<file path="src/rtl/smb_cmd_pkg.sv">
package smb_cmd_pkg;

  localparam logic [15:0] NV_BASE = 16'hF800;
  localparam logic [15:0] NV_TOP  = 16'hFBFF;

  typedef enum logic [3:0] {
    S_IDLE, S_ADDR, S_CMD, S_RDAT, S_NVLO, S_NVDAT,
    S_BCNT, S_BDAT, S_PEC, S_READ, S_SKIP
  } eng_st_t;

  typedef enum logic [2:0] {
    C_RAM, C_NVHI, C_BWR, C_BRD, C_ERASE, C_BAD
  } cmd_kind_t;

  function automatic cmd_kind_t classify(input logic [7:0] c);
    if (c <= 8'hDF)                    return C_RAM;
    else if (c >= 8'hF8 && c <= 8'hFB) return C_NVHI;
    else if (c == 8'hFC)               return C_BWR;
    else if (c == 8'hFD)               return C_BRD;
    else if (c == 8'hFE)               return C_ERASE;
    else                               return C_BAD;
  endfunction

  // CRC-8, poly 0x07, whole byte xored in then shifted eight times
  function automatic logic [7:0] crc8_next(input logic [7:0] crc, input logic [7:0] d);
    logic [7:0] c;
    c = crc ^ d;
    for (int i = 0; i < 8; i++)
      c = c[7] ? ((c << 1) ^ 8'h07) : (c << 1);
    return c;
  endfunction

  // true when count is legal and the last written address stays in range
  function automatic logic blk_fits(input logic [15:0] ptr, input logic [7:0] cnt,
                                    input int unsigned max_cnt);
    logic [16:0] last;
    last = {1'b0, ptr} + {9'd0, cnt} - 17'd1;
    return (cnt != 8'd0) && (int'(cnt) <= max_cnt) && (last <= {1'b0, NV_TOP});
  endfunction

endpackage

</file>
<file path="src/rtl/smb_busy_timer.sv">
module smb_busy_timer #(
  parameter int unsigned CYCLES = 100
) (
  input  logic clk,
  input  logic rst_n,
  input  logic start,
  output logic busy
);
  localparam int unsigned CW = $clog2(CYCLES + 1);
  localparam logic [CW-1:0] LOAD = CW'(CYCLES);

  logic [CW-1:0] cnt;

  always_ff @(posedge clk or negedge rst_n) begin
    if (!rst_n)          cnt <= '0;
    else if (start)      cnt <= LOAD;
    else if (cnt != '0)  cnt <= cnt - 1'b1;
  end

  assign busy = (cnt != '0);
endmodule

</file>
<file path="src/rtl/smb_crc_acc.sv">
module smb_crc_acc
  import smb_cmd_pkg::*;
(
  input  logic       clk,
  input  logic       rst_n,
  input  logic       clr,
  input  logic       upd,
  input  logic [7:0] din,
  output logic [7:0] crc
);
  always_ff @(posedge clk or negedge rst_n) begin
    if (!rst_n)   crc <= 8'h00;
    else if (clr) crc <= 8'h00;
    else if (upd) crc <= crc8_next(crc, din);
  end
endmodule

</file>
<file path="src/rtl/smb_cmd_engine.sv">
module smb_cmd_engine
  import smb_cmd_pkg::*;
#(
  parameter logic [4:0]  DEV_HI       = 5'b01111,
  parameter int unsigned BLK_MAX      = 32,
  parameter int unsigned PROG_CYCLES  = 12500,
  parameter int unsigned ERASE_CYCLES = 1000000
) (
  input  logic        clk,
  input  logic        rst_n,
  input  logic [1:0]  addr_sel,
  input  logic        erase_en,
  input  logic        ev_start,
  input  logic        ev_stop,
  input  logic        rx_valid,
  input  logic [7:0]  rx_data,
  output logic        ack_valid,
  output logic        ack_ok,
  input  logic        tx_req,
  output logic        tx_valid,
  output logic [7:0]  tx_data,
  output logic        hold_scl,
  output logic [15:0] mem_raddr,
  input  logic [7:0]  mem_rdata,
  output logic        mem_we,
  output logic        mem_erase,
  output logic [15:0] mem_waddr,
  output logic [7:0]  mem_wdata
);
  localparam int unsigned IDX_W = $clog2(BLK_MAX + 3);
  localparam logic [IDX_W-1:0] IDX_PEC = IDX_W'(BLK_MAX + 1);
  localparam logic [7:0] BLK_CNT_BYTE = 8'(BLK_MAX);

  eng_st_t     st;
  logic [15:0] ptr;
  logic [7:0]  nv_hi;
  logic [7:0]  remain;
  logic        blk_pending, rd_blk;
  logic [IDX_W-1:0] rd_idx;
  logic [7:0]  crc, tx_next;
  logic        prog_busy, ers_busy;
  logic        sent_cnt_q;

  // named internal events
  cmd_kind_t kind;
  logic addr_hit, fresh_start, prog_start, erase_start, tx_is_cnt;

  assign kind        = classify(rx_data);
  assign addr_hit    = (rx_data[7:1] == {DEV_HI, addr_sel}) && !ers_busy;
  assign fresh_start = ev_start && (st == S_IDLE || st == S_SKIP);
  assign prog_start  = rx_valid && ((st == S_NVDAT) || (st == S_BDAT && ptr >= NV_BASE));
  assign erase_start = rx_valid && st == S_CMD && kind == C_ERASE && erase_en && ptr >= NV_BASE;
  assign tx_is_cnt   = (st == S_READ) && rd_blk && rd_idx == '0;
  assign mem_raddr   = ptr;
  assign hold_scl    = prog_busy;

  always_comb begin
    tx_next = 8'hFF;
    if (st == S_READ) begin
      if (rd_blk) begin
        if (rd_idx == '0)          tx_next = BLK_CNT_BYTE;
        else if (rd_idx < IDX_PEC) tx_next = mem_rdata;
        else if (rd_idx == IDX_PEC) tx_next = crc;
      end else begin
        if (rd_idx == '0)          tx_next = mem_rdata;
        else if (rd_idx == IDX_W'(1)) tx_next = crc;
      end
    end
  end

  smb_busy_timer #(.CYCLES(PROG_CYCLES)) u_prog (
    .clk(clk), .rst_n(rst_n), .start(prog_start), .busy(prog_busy));

  smb_busy_timer #(.CYCLES(ERASE_CYCLES)) u_erase (
    .clk(clk), .rst_n(rst_n), .start(erase_start), .busy(ers_busy));

  smb_crc_acc u_crc (
    .clk(clk), .rst_n(rst_n), .clr(fresh_start), .upd(rx_valid || tx_req),
    .din(rx_valid ? rx_data : tx_next), .crc(crc));

  always_ff @(posedge clk or negedge rst_n) begin
    if (!rst_n) begin
      st <= S_IDLE; ptr <= '0; nv_hi <= '0; remain <= '0;
      blk_pending <= 1'b0; rd_blk <= 1'b0; rd_idx <= '0;
      ack_valid <= 1'b0; ack_ok <= 1'b0; tx_valid <= 1'b0; tx_data <= 8'hFF;
      mem_we <= 1'b0; mem_erase <= 1'b0; mem_waddr <= '0; mem_wdata <= '0;
      sent_cnt_q <= 1'b0;
    end else begin
      ack_valid <= 1'b0; tx_valid <= 1'b0; mem_we <= 1'b0; mem_erase <= 1'b0;
      sent_cnt_q <= 1'b0;
      if (ev_stop) begin
        st <= S_IDLE; blk_pending <= 1'b0;
      end else if (ev_start) begin
        st <= S_ADDR;
      end else if (rx_valid) begin
        ack_valid <= 1'b1;
        ack_ok    <= 1'b0;
        unique case (st)
          S_ADDR: begin
            if (addr_hit) begin
              ack_ok <= 1'b1;
              if (rx_data[0]) begin
                st <= S_READ; rd_blk <= blk_pending; rd_idx <= '0; blk_pending <= 1'b0;
              end else st <= S_CMD;
            end else st <= S_SKIP;
          end
          S_CMD: begin
            unique case (kind)
              C_RAM:   begin ptr <= {8'h00, rx_data}; ack_ok <= 1'b1; st <= S_RDAT; end
              C_NVHI:  begin nv_hi <= rx_data; ack_ok <= 1'b1; st <= S_NVLO; end
              C_BWR:   begin ack_ok <= 1'b1; st <= S_BCNT; end
              C_BRD:   begin ack_ok <= 1'b1; blk_pending <= 1'b1; st <= S_PEC; end
              C_ERASE: begin
                ack_ok <= 1'b1; st <= S_PEC;
                if (erase_start) begin
                  mem_erase <= 1'b1; mem_waddr <= {ptr[15:5], 5'd0};
                end
              end
              default: st <= S_SKIP;
            endcase
          end
          S_RDAT, S_NVDAT: begin
            mem_we <= 1'b1; mem_waddr <= ptr; mem_wdata <= rx_data;
            ack_ok <= 1'b1; st <= S_PEC;
          end
          S_NVLO: begin
            ptr <= {nv_hi, rx_data}; ack_ok <= 1'b1; st <= S_NVDAT;
          end
          S_BCNT: begin
            if (blk_fits(ptr, rx_data, BLK_MAX)) begin
              remain <= rx_data; ack_ok <= 1'b1; st <= S_BDAT;
            end else st <= S_SKIP;
          end
          S_BDAT: begin
            mem_we <= 1'b1; mem_waddr <= ptr; mem_wdata <= rx_data;
            ptr <= ptr + 16'd1; remain <= remain - 8'd1; ack_ok <= 1'b1;
            if (remain == 8'd1) st <= S_PEC;
          end
          S_PEC: begin
            ack_ok <= (rx_data == crc); st <= S_SKIP;
          end
          default: st <= S_SKIP;
        endcase
      end else if (tx_req) begin
        tx_valid   <= 1'b1;
        tx_data    <= tx_next;
        sent_cnt_q <= tx_is_cnt;
        if (st == S_READ) begin
          if (rd_blk && rd_idx != '0 && rd_idx < IDX_PEC) ptr <= ptr + 16'd1;
          if (rd_idx <= IDX_PEC) rd_idx <= rd_idx + 1'b1;
        end
      end
    end
  end

  // each received byte gets a decision one cycle later
  a_r12_ack_follows: assert property (@(posedge clk) disable iff (!rst_n)
    (rx_valid && !ev_start && !ev_stop) |=> ack_valid);

  // no address acknowledged while the erase timer runs
  a_r8_nack_busy: assert property (@(posedge clk) disable iff (!rst_n)
    (rx_valid && !ev_start && !ev_stop && st == S_ADDR && ers_busy) |=> !ack_ok);

  // erase strobe carries a page-aligned nonvolatile address
  a_r8_page_base: assert property (@(posedge clk) disable iff (!rst_n)
    mem_erase |-> (mem_waddr[4:0] == 5'd0 && mem_waddr >= NV_BASE));

  // writes never pass the top of the nonvolatile range
  a_r5_in_range: assert property (@(posedge clk) disable iff (!rst_n)
    mem_we |-> mem_waddr <= NV_TOP);

  // a nonvolatile write strobe always comes with the clock hold
  a_r10_hold: assert property (@(posedge clk) disable iff (!rst_n)
    (mem_we && mem_waddr >= NV_BASE) |-> hold_scl);

  // the block-read count byte is fixed
  a_r6_count: assert property (@(posedge clk) disable iff (!rst_n)
    (tx_valid && sent_cnt_q) |-> tx_data == BLK_CNT_BYTE);
endmodule

</file>
<file path="config.mk">
export PLATFORM = sky130hd
export DESIGN_NAME = smb_cmd_engine
export DESIGN_NICKNAME = d
export VERILOG_FILES = /design/src/rtl/smb_cmd_pkg.sv /design/src/rtl/smb_busy_timer.sv /design/src/rtl/smb_crc_acc.sv /design/src/rtl/smb_cmd_engine.sv
export SDC_FILE = /design/constraint.sdc
export NUM_CORES = 1
export LEC_CHECK = 0
export ABC_AREA = 1
export BUFFER_PORTS_ARGS = -buffer_cell sky130_fd_sc_hd__buf_2
export CAP_MARGIN = 20
export CORE_UTILIZATION = 40
export CTS_BUF_LIST = sky130_fd_sc_hd__clkbuf_16
export DETAILED_ROUTE_END_ITERATION = 12
export PLACE_DENSITY = 0.67
export SYNTH_ARGS = -nofsm -noshare
export SYNTH_HDL_FRONTEND = slang
export SYNTH_HIERARCHICAL = 1
export SYNTH_SLANG_ARGS = --single-unit
</file>
<file path="constraint.sdc">
create_clock -name clk -period 3.6 [get_ports clk]
set_input_delay 0 -clock clk [delete_from_list [all_inputs] [get_ports clk]]
set_output_delay 0 -clock clk [all_outputs]
set_load 0.02 [all_outputs]
</file>
* Word-level counts from Yosys, hierarchy flattened
Index checks and enable logic that the tools add are counted.
** Word-level totals
- Memory bits (writable) :: 0
- Bits in latches :: 0
- Logic and storage cells :: 214
- Bits in read-only memories :: 0
- Memories kept :: 0
- Register bits :: 123
- Input bits :: 25
** Operators by class
- $mul :: 0
- $lt $le $gt $ge :: 8
- Multiplexer cells :: 82
- Shifts and indexed selects :: 0
- Reductions and logical operators :: 52
- Eq/ne operators :: 35
- Add/sub/neg operators :: 7
- Divide/modulo/power cells :: 0
- Bitwise gates (word level) :: 12
** Operator list (count)
- two-way mux 16 bit :: 7
- two-way mux 8 bit :: 11
- one-hot mux 16 bit (3 select lines) :: 1
- two-way mux 6 bit :: 7
- two-way mux 20 bit :: 2
- two-way mux 3 bit :: 12
- one-hot mux 16 bit (2 select lines) :: 1
- two-way mux 14 bit :: 2
- two-way mux 4 bit :: 7
- two-way mux 1 bit :: 27
- equality test 8 bit (second input constant) :: 3
- inverter 3 bit :: 8
- one-hot mux 4 bit (6 select lines) :: 1
- nonzero test 2 bit :: 10
- nonzero test 20 bit :: 1
- subtractor 20 x 1 -> 20 bit (second input constant) :: 1
- AND reduction 6 bit :: 3
- adder 16 x 8 -> 17 bit :: 1
- <= comparator 17 x 16 -> 1 bit (second input constant) :: 1
- subtractor 17 x 1 -> 17 bit (second input constant) :: 1
- adder 16 x 1 -> 16 bit (second input constant) :: 1
- equality test 4 x 3 -> 1 bit (second input constant) :: 4
- >= comparator 16 bit (second input constant) :: 1
- <= comparator 8 bit (second input constant) :: 2
- 50 further kinds :: 81

* Longest topological paths before layout
Gate-level depths: netlist of the first run.
- Depth after elaboration :: 26
- Gate-level depth with buffers :: 21
- Depth with buffers taken out :: 21

* By module
The synthesis of the first run kept the hierarchy.
** By module, submodules not included
- smb_cmd_engine :: seq. area each 2037.0 um^2, times used 1, cells an instance 817, area each 5855.6 um^2
- smb_busy_timer (u_erase) :: seq. area each 500.5 um^2, times used 1, cells an instance 200, area each 1330.0 um^2
- smb_busy_timer (u_prog) :: seq. area each 350.3 um^2, times used 1, cells an instance 121, area each 864.6 um^2
- smb_crc_acc :: seq. area each 200.2 um^2, times used 1, cells an instance 97, area each 650.6 um^2

* Least setup slack after synthesis of the first run
OpenSTA, ideal clock, no wires.
- Path kind :: register to register
- From :: reg ptr[1] (netlist: mem_raddr[1])
- To :: reg remain[0]
- Arrival :: 2428 ps
- Cell stages (with the launch flop) :: 21
- Path buffers :: 0
- Slack :: 1055 ps
- Cell sequence :: dfrtp_1 > inv_1 > ha_1 > inv_1 > ha_1 > inv_1 > fa_1 > inv_1 > nand3_1 > nand3_1 > nand2_1 > nand3_1 > nand2_1 > nand2_1 > nor2_1 > nand4_1 > nand2_1 > nand2_2 > nand2_2 > nand2_1 > nand2_1
** On the way
- Word-level cells in the longest chain between the ends :: 6
** RTL lines
- start: declaration :: RTL line smb_cmd_engine.sv:35 : logic [15:0] ptr;
- start signal: assignment :: RTL line smb_cmd_engine.sv:149 : if (rd_blk && rd_idx != '0 && rd_idx < IDX_PEC) ptr <= ptr + 16'd1;
- adder 16 x 8 -> 17 bit :: RTL line smb_cmd_pkg.sv:37 : last = {1'b0, ptr} + {9'd0, cnt} - 17'd1;
- subtractor 17 x 1 -> 17 bit :: RTL line smb_cmd_pkg.sv:37
- <= comparator 17 x 16 -> 1 bit :: RTL line smb_cmd_pkg.sv:38 : return (cnt != 8'd0) && (int'(cnt) <= max_cnt) && (last <= {1'b0, NV_TOP});
- logical AND 1 bit :: RTL line smb_cmd_pkg.sv:38
- inequality test 2 bit (no line)
- AND reduction 5 bit (no line)
- end signal: assignment :: RTL line smb_cmd_engine.sv:83 : st <= S_IDLE; ptr <= '0; nv_hi <= '0; remain <= '0;
- end signal: assignment :: RTL line smb_cmd_engine.sv:131 : remain <= rx_data; ack_ok <= 1'b1; st <= S_BDAT;
- end signal: assignment :: RTL line smb_cmd_engine.sv:136 : ptr <= ptr + 16'd1; remain <= remain - 8'd1; ack_ok <= 1'b1;
- end: declaration :: RTL line smb_cmd_engine.sv:37 : logic [7:0] remain;
No other way between the ends.
A chain may end at the register's enable or synchronous reset.

* Worst setup path after layout of the first run
Ends and elaborated chain as after synthesis.

==> results.cfg, run 1 <==
[logic_synthesis]
ys_seq_area_share_pct = 35.5
yosys-top-cells-area = dfrtp_1, nand2_1, inv_1
ys_types = 55
synth_top_area_share_pct = 33.1
synth-seq-cells = 123
synthesis.area_mm2 = 0.00870
syn_avg_cell_area_um2 = 7.05
ys_dominant_reg_cell = dfrtp_1
synth_edf_count = 0
syn_nets = 1303
yosysWarnings = 6
synth_top_area_cell = dfrtp_1
ys_async_sr_fraction_pct = 100
synthCells = 1235

[cts]
clock_latency_ps = 430
tritoncts = done
clkTransAtPathRegs_ps = 60
htree_levels = 4
clockBufferDepth = 2
cts_buffers = 17
cts_sinks = 123
cts_root_buffer = clkbuf_16

[floorplan]
core_mm2 = 0.0212
die_w_um = 149
top_level_ports = 79
dieHeight_um = 149
die_area_mm2 = 0.0223
start_util_pct = 41.1
rows = 53

[placed_design]
place_inst = 1579
gp_congestion = 0.962
port_buffers = 78
dp_hpwl_um = 18600

[routing]
drt_pre_antenna_iters = 5
detail-route-antenna-nets = 0
drcViolationCount = 0
first_iter_violations = 570
wirelength_um = 24600
via_per_inst = 5.16
wl_per_cell_um = 15.2
vias = 8381

[critical_path]
slowest_stage = dfrtp_1
cp_slowest_stage_delay_ps = 430
crit_arrival_ps = 3330
crit_path_frequent_cell = nand2_1
worstPathCellList = inv_1 -> ha_1 -> inv_1 -> ha_1 -> inv_1 -> fa_1 -> inv_1 -> nand2_1 -> nand3_1 -> nand2_1 -> nand3b_1 -> nand2_1 -> nor2_1 -> nand4_1 -> nand2_1 -> nand2_2 -> nand2_2 -> nand2_1 -> nand2_1
crit_family = simple AND/OR/NAND/NOR gates
crit_path_start_kind = register
cp-end-kind = register
critPathRequiredTime_ps = 3960
crit_buf_inv = 4
critPathKind = register to register
cp_max_fo = 10
r2r_slack_ps = 630

[sta]
drv_slew = 0
rsz0062_at_grt = false
fin_tns_setup_ps = 0
period_share_pct = 82.6
min_period_ps = 2970
hold_viol_final = 0
tightest_slew_ps = 804
max_clock_freq_mhz = 336
relSlewSlack_pct = 46.3
setup_violations = 0
clock_skew_ps = 8.92

[cells_and_area]
final_common_cell = nand2_1
stdcell_count = 1623
area_growth_pct = 16.7
drive_above_1_share_pct = 15.0
layout_common_cells = nand2_1, inv_1, nor2_1
finalNetCount = 1402

[grt]
grt.overflow.total = 0
grt_pass1_vias = 7696
grt_max_degree = 78
grt_pass1_wl_um = 39400
antenna_found_initial = 0
track_usage_pct = 22.7

[outcome]
status = completed

[power_and_ir_drop]
leakagePower_uw = 0.00521
power.density_mw_per_mm2 = 542
irDropWorstVdd_mv = 0.280

[worst_hold_path]
hp-class = primary input to register

[job]
max-cap-violations = 0
[where the power goes]
| group | switching (µW) | total [µW] | internal [µW] |
|---|---|---|---|
| clock | 651 | 1790 | 1140 |
| sequential | 272 | 1870 | 1600 |
| combinational | 1180 | 1840 | 655 |
| total | 2100 | 5500 | 3390 |
[metal layers]
| layer | part of all wire [%] | up-vias | global-route usage, % |
|---|---|---|---|
| li1 | - | 4188 | - |
| met1 | 45 | 3885 | 30.3 |
| met2 | 45 | 251 | 35.5 |
| met3 | 6.4 | 57 | 4.63 |
| met4 | 2.9 | 0 | 9.80 |
| met5 | 0 | - | 0 |
[path summary, 6_finish.rpt]
kind	end	startpoint	depth (start not counted)
hold / removal	mem_raddr[2]$_DFFE_PN0P_	rx_data[2]	3
setup reg to reg	remain[0]$_DFFE_PN0P_	mem_raddr[1]$_DFFE_PN0P_	19
setup / recovery	remain[0]$_DFFE_PN0P_	mem_raddr[1]$_DFFE_PN0P_	19
min in group asynchronous	u_erase/cnt[13]$_DFFE_PN0P_	rst_n	3
hold reg to reg	nv_hi[5]$_DFFE_PN0P_	nv_hi[5]$_DFFE_PN0P_	2
max in group asynchronous	tx_data[2]$_DFFE_PN1P_	rst_n	5
[cell type report]
cell class                      instances  area (µm²)
Fill cell                            2095       11000
Clock buffer                           17         425
Tap cell                              275         344
Timing Repair Buffer                   97         593
Sequential cell                       123        3090
Clock inverter                         15         183
Multi-Input combinational cell        905        4800
Inverter                              190         714
Antenna cell                            1        2.50
[per-stage QoR]
| step | hold slack, ps | cell area [µm²] | utilization [%] | setup WS (ps) | total power, µW |
|---|---|---|---|---|---|
| global route | 38.6 | 10100 | 48.0 | 277 | 5860 |
| floorplan | -296 | 8700 | - | 1050 | 3140 |
| global placement | 244 | 9410 | 44.5 | 758 | 3670 |
| detailed placement | 246 | 9410 | 44.5 | 688 | 3690 |
| finish | 25.6 | 10200 | 48.0 | 628 | 5500 |
| CTS | 8.84 | 10100 | 47.8 | 659 | 5510 |
[cell families (layout without fill, tap and decap cells)]
group                    count (synthesis)  count (layout)  synth area share [%]
AO/OA/AOI/OAI                          165             165                  11.4
XOR/XNOR                                22              22                  2.56
adder cells (fa/ha/maj)                 43              43                  6.27
buffers and inverters                  207             319                  9.32
flip-flops                             123             123                  35.5
multiplexers                             7               7                 0.906
other                                    0               1                     0
AND/OR/NAND/NOR                        668             668                  34.1
[synthesized netlist by cell type (4+ instances only)]
library cell / n
a21oi_1: 42
a21oi_2: 7
a31oi_1: 5
buf_2: 5
clkbuf_1: 8
dfrtp_1: 115
dfstp_2: 8
ha_1: 42
inv_1: 179
inv_2: 10
mux2_2: 7
nand2_1: 322
nand2_2: 14
nand3_1: 106
nand4_1: 23
nor2_1: 145
nor2_2: 9
nor3_1: 20
o211ai_1: 8
o21ai_0: 59
o21ai_1: 11
o21ai_2: 5
o221ai_1: 8
o22ai_1: 4
o32ai_1: 4
or2_2: 6
xnor2_1: 9
xor2_1: 9
[worst register-to-register path, stage by stage (launching register included)]
cell	delay [ps]
dfrtp_1	430
inv_1	110
ha_1	280
inv_1	70
ha_1	210
inv_1	90
fa_1	360
inv_1	110
nand2_1	60
nand3_1	100
nand2_1	80
nand3b_1	100
nand2_1	70
nor2_1	140
nand4_1	160
nand2_1	110
nand2_2	130
nand2_2	170
nand2_1	60
nand2_1	60
[repair_timing]
item / CTS / global route
resized for setup: 0 / 0
hold buffers: 9 / 1
setup buffers: 0 / 0
endpoints found under the hold margin: 83 / 10
[state kept, by name, summed over array words and instances, names as in the netlist]
register / flops
mem_we: 1
nv_hi: 8
st: 4
u_erase/cnt: 20
remain: 8
mem_wdata: 8
mem_erase: 1
ack_ok: 1
rd_blk: 1
tx_data: 8
mem_waddr: 16
u_prog/cnt: 14
u_crc/crc: 8
rd_idx: 6
tx_valid: 1
ack_valid: 1
mem_raddr: 16
blk_pending: 1
No activity file was read; power rests on OpenSTA's default activity.
==> run 2: changes to the inputs <==
- PLACE_DENSITY: 0.67 -> 0.7
- clock period: 3.6 -> 2.5 ns (I/O delays scaled with it)
==> results.cfg, run 2 (synthesis gave the netlist of run 1 again) <==
[outcome]
status = completed

[sta]
hold_viol_final = 0
tightest_slew_ps = 701
period_share_pct = 99.9
holdWs_ps = 38.8
relSlewSlack_pct = 53.1
clock_skew_ps = 16.0
rsz0062_at_grt = true
fin_tns_setup_ps = 0
max_clock_freq_mhz = 401
min_period_ps = 2500
setup_violations = 0
fin_ws_ps = 3.53
drv_slew = 0

[critical_path]
crit_path_frequent_cell = nand2_1
critPathKind = register to register
cp_slowest_stage_delay_ps = 380
crit_path_start_kind = register
cp_max_fo = 6
crit_buf_inv = 3
critPathRequiredTime_ps = 2820
crit_family = simple AND/OR/NAND/NOR gates
slowest_stage = dfrtp_1
cp-end-kind = register
crit_arrival_ps = 2810
worstPathCellList = inv_2 -> ha_4 -> nand2_4 -> nor2_4 -> nand2_2 -> nand2_2 -> inv_2 -> buf_4 -> o21ai_1 -> o211ai_1 -> nand2_1 -> o21ai_2 -> xnor2_2 -> xor2_2 -> nand2_1 -> nand3_1 -> nand2_1

[floorplan]
start_util_pct = 41.1
die_w_um = 149
dieHeight_um = 149
core_mm2 = 0.0212
top_level_ports = 79
rows = 53
die_area_mm2 = 0.0223

[placed_design]
dp_hpwl_um = 19700
pre_cts_slack_ps = -113
gp_congestion = 0.916
port_buffers = 78
postPlaceCellArea_mm2 = 0.0100

[cts]
clock_latency_ps = 430
cts_buffers = 17
cts_root_buffer = clkbuf_16
htree_levels = 4
clkTransAtPathRegs_ps = 70
tritoncts = done
clockBufferDepth = 2
cts_sinks = 123

[grt]
grt.overflow.total = 0
antenna_found_initial = 0
grt_pass1_vias = 8381
track_usage_pct = 23.8
grt_pass1_wl_um = 41700
grt_max_degree = 52

[routing]
vias = 8958
first_iter_violations = 653
via_per_inst = 5.23
drt_pre_antenna_iters = 6
met1Wirelength_um = 11900
wl_met2_um = 12400
maxUsedRoutingLayer = met4
wl_met3_um = 1450
wirelength_um = 26600
wl_per_cell_um = 15.5
drcViolationCount = 0
detail-route-antenna-nets = 0

[cells_and_area]
final_area_mm2 = 0.0112
finalNetCount = 1493
final_common_cell = nand2_1
antennaDiodeCount = 0
layout_common_cells = nand2_1, inv_1, nor2_1
largest_register_ffs = 20
final_core_util_pct = 53.1
area_growth_pct = 29.2
regMostFlops = u_erase/cnt
drive_above_1_share_pct = 27.4

[power_and_ir_drop]
leakagePower_uw = 0.00565
irDropWorstVdd_mv = 0.455
seqPwrFrac_pct = 31.7
p_sw_share_pct = 40.2
p_int_uw = 5000
pwr-share-comb_pct = 39.6
p_sw_uw = 3370
pwr-share-clk_pct = 28.7
power.density_mw_per_mm2 = 744

[worst_hold_path]
hp-class = primary input to register

[job]
max-cap-violations = 0
## run 2: power groups by stage
stage	clock network (µW)	registers [µW]	logic, µW
floorplan	0	2800	1720
finish	2400	2650	3310
detailed placement	0	2650	2890
global route	2500	2690	3650
CTS	2420	2620	3050
global placement	0	2640	2850
## run 2: routing by layer
| metal | global-route usage [%] | vias to the layer above |
|---|---|---|
| met3 | 3.84 | 64 |
| met2 | 38.1 | 308 |
| met4 | 10.5 | 0 |
| li1 | - | 4379 |
| met1 | 31.6 | 4207 |
| met5 | 0 | - |
## run 2: worst paths after layout
kind,start,to,slack [ps],depth (start not counted)
worst max register to register,rd_idx[1]$_DFFE_PN0P_,u_crc/crc[5]$_DFFE_PN0P_,4,17
min in group asynchronous,rst_n,u_erase/cnt[13]$_DFFE_PN0P_,100,2
worst min register to register,nv_hi[3]$_DFFE_PN0P_,nv_hi[3]$_DFFE_PN0P_,470,2
max in group asynchronous,rst_n,mem_raddr[1]$_DFFE_PN0P_,1500,3
worst max-delay path,rd_idx[1]$_DFFE_PN0P_,u_crc/crc[5]$_DFFE_PN0P_,4,17
worst min-delay path,rx_data[5],mem_raddr[5]$_DFFE_PN0P_,40,4
## run 2: tightest hold or removal path, stage by stage
cell     delay, ps
buf_2          120
buf_4          160
nand2_1         70
a31oi_1         90
## run 2: timing repair
| item | 4_1_cts | 5_1_grt |
|---|---|---|
| setup buffers | 5 | 12 |
| setup endpoints to repair | 17 | 43 |
| resized for setup | 32 | 92 |
| endpoints found under the hold margin | 46 | 0 |
| cloned | 1 | 0 |
| hold buffers | 6 | 0 |
| pin swaps | 15 | 30 |
## run 2: layout make-up
| class | count | area [µm²] |
|---|---|---|
| clock buffer | 17 | 425 |
| clock inverter | 15 | 144 |
| fill | 1989 | 9910 |
| inverter | 190 | 718 |
| multi-input combinational | 906 | 5260 |
| sequential | 123 | 3090 |
| tap | 275 | 344 |
| timing repair buffer | 187 | 1260 |
## run 2: per-stage QoR
stage                     power [µW]  cells
after floorplan                 4530   1235
after global placement          5490   1657
after detailed placement        5540   1657
after CTS                       8100   1701
after global routing            8840   1713
final                           8370   1713
==> run 3: changes to the inputs <==
- BUFFER_PORTS_ARGS: -buffer_cell sky130_fd_sc_hd__buf_2 -> not set
- DONT_BUFFER_PORTS: not set -> 1
- PLACE_DENSITY: 0.7 -> 0.66
==> results.cfg, run 3 (synthesis gave the netlist of run 1 again) <==
[sta]
fin_ws_ps = -79.5
tightest_slew_ps = 1050
max_clock_freq_mhz = 388
rsz0062_at_grt = true
drv_slew = 0
setup_violations = 13
hold_viol_final = 123
holdWs_ps = -723
period_share_pct = 103
clock_skew_ps = 20.1
relSlewSlack_pct = 29.8
fin_tns_setup_ps = -312
min_period_ps = 2580

[job]
max-cap-violations = 0

[grt]
track_usage_pct = 24.7
grt_pass1_wl_um = 42800
grt_pass1_vias = 8439
grt_max_degree = 124
grt.overflow.total = 0
antenna_found_initial = 1

[cts]
clockBufferDepth = 2
cts_sinks = 123
cts_buffers = 17
clkTransAtPathRegs_ps = 70
cts_hold_repair.buffers = 16
htree_levels = 4
cts_root_buffer = clkbuf_16
tritoncts = done
clock_latency_ps = 430

[critical_path]
rr_worst_depth = 17
crit_buf_inv = 2
rr_endpoint = u_crc/crc[5]$_DFFE_PN0P_
critPathKind = register to register
crit_arrival_ps = 2890
crit_family = simple AND/OR/NAND/NOR gates
worstPathCellList = inv_2 -> ha_4 -> nand2_4 -> nor2_4 -> nand2_2 -> nand2_4 -> buf_6 -> a21oi_2 -> a32o_1 -> nand2_2 -> nand2_2 -> o21ai_2 -> xor2_2 -> xor2_1 -> nand2_1 -> nand3_2 -> nand2_2
startpoint = rd_idx[0]$_DFFE_PN0P_
cp-endpoint = u_crc/crc[5]$_DFFE_PN0P_
crit-reg2reg-launch = rd_idx[0]$_DFFE_PN0P_
cp_max_fo = 3
crit_path_start_kind = register
cp-end-kind = register
r2r_slack_ps = -80
crit_cells = 17
cp_slowest_stage_delay_ps = 410
crit_path_frequent_cell = nand2_2
slowest_stage = dfrtp_1
critPathRequiredTime_ps = 2810

[floorplan]
rows = 53
start_util_pct = 41.1
core_mm2 = 0.0212
die_area_mm2 = 0.0223
dieHeight_um = 149
die_w_um = 149
top_level_ports = 79

[cells_and_area]
final_common_cell = nand2_1
layout_common_cells = nand2_1, inv_1, nor2_1
final_area_mm2 = 0.0112
drive_above_1_share_pct = 25.8
finalNetCount = 1441
largest_register_ffs = 20
regMostFlops = u_erase/cnt
area_growth_pct = 29.2

[routing]
detail-route-antenna-nets = 0
wl_per_cell_um = 16.7
first_iter_violations = 588
drt_pre_antenna_iters = 5
drcViolationCount = 0
wirelength_um = 27800
vias = 8850
via_per_inst = 5.32

[placed_design]
pre_cts_slack_ps = -124
gp_congestion = 0.918
postPlaceCellArea_mm2 = 0.00971
port_buffers = 0
dp_hpwl_um = 19400

[power_and_ir_drop]
irDropWorstVdd_mv = 0.367
p_total_uw = 8470
power.density_mw_per_mm2 = 753
leakagePower_uw = 0.00551

[outcome]
violations = hold timing, setup timing
status = complete, but fails checks

[worst_hold_path]
hp-class = primary input to asynchronous set/reset pin
run 3: routing by layer:
| metal | wire length, µm | vias up | track usage, % | part of all wire, % |
|---|---|---|---|---|
| met1 | 11500 | 4143 | 31.2 | 41 |
| met5 | 0 | - | 0 | 0 |
| met4 | 1210 | 0 | 12.0 | 4.4 |
| li1 | - | 4282 | - | - |
| met3 | 2150 | 84 | 6.77 | 7.7 |
| met2 | 13000 | 341 | 38.9 | 47 |
run 3: timing repair:
item / 4_1_cts / 5_1_grt
gates resized for setup: 32 / 134
endpoints found under the setup margin: 20 / 59
pin swaps: 21 / 65
hold endpoints to repair: 164 / 123
gates cloned: 1 / 1
buffers inserted: 7 / 14
run 3: worst reg2reg max path, delay by kind of cell (launching register included):
family / cells / cell delay (ps)
flip-flops: 1 / 410
AND/OR/NAND/NOR: 9 / 760
adder cells (fa/ha/maj): 1 / 140
AO/OA/AOI/OAI: 3 / 420
buffers and inverters: 2 / 200
XOR/XNOR: 2 / 560
run 3: layout make-up:
type                            count  area (µm²)
Antenna cell                        1        2.50
Clock buffer                       17         425
Clock inverter                     15         166
Fill cell                        1968        9910
Inverter                          190         719
Multi-Input combinational cell    907        5400
Sequential cell                   123        3090
Tap cell                          275         344
Timing Repair Buffer              134        1100
run 3: how the worst min path moves through the flow:
stage                                   to  cells after the start  slack, ps  start
5_1_grt          u_prog/cnt[6]$_DFFE_PN0P_                      0       -740  rst_n
4_1_cts          mem_waddr[14]$_DFFE_PN0P_                      0       -750  rst_n
3_3_place_gp   u_erase/cnt[13]$_DFFE_PN0P_                      0       -290  rst_n
6_report          mem_wdata[7]$_DFFE_PN0P_                      0       -720  rst_n
2_1_floorplan           ack_ok$_DFFE_PN0P_                      0       -300  rst_n
3_5_place_dp   u_erase/cnt[13]$_DFFE_PN0P_                      0       -290  rst_n
run 3: report_power, final:
part / total [µW] / leakage (µW) / internal [µW] / switching, µW
registers: 2770 / 0.00149 / 2300 / 477
clock network: 2520 / 0.000276 / 1490 / 1030
logic: 3170 / 0.00374 / 1310 / 1860
total: 8470 / 0.00551 / 5100 / 3370
run 3: metrics by stage:
step                cells  utilization, %
finish               1662            53.2
global route         1661            53.1
CTS                  1647            50.2
detailed placement   1591            45.9
global placement     1591            45.9
floorplan            1235               -
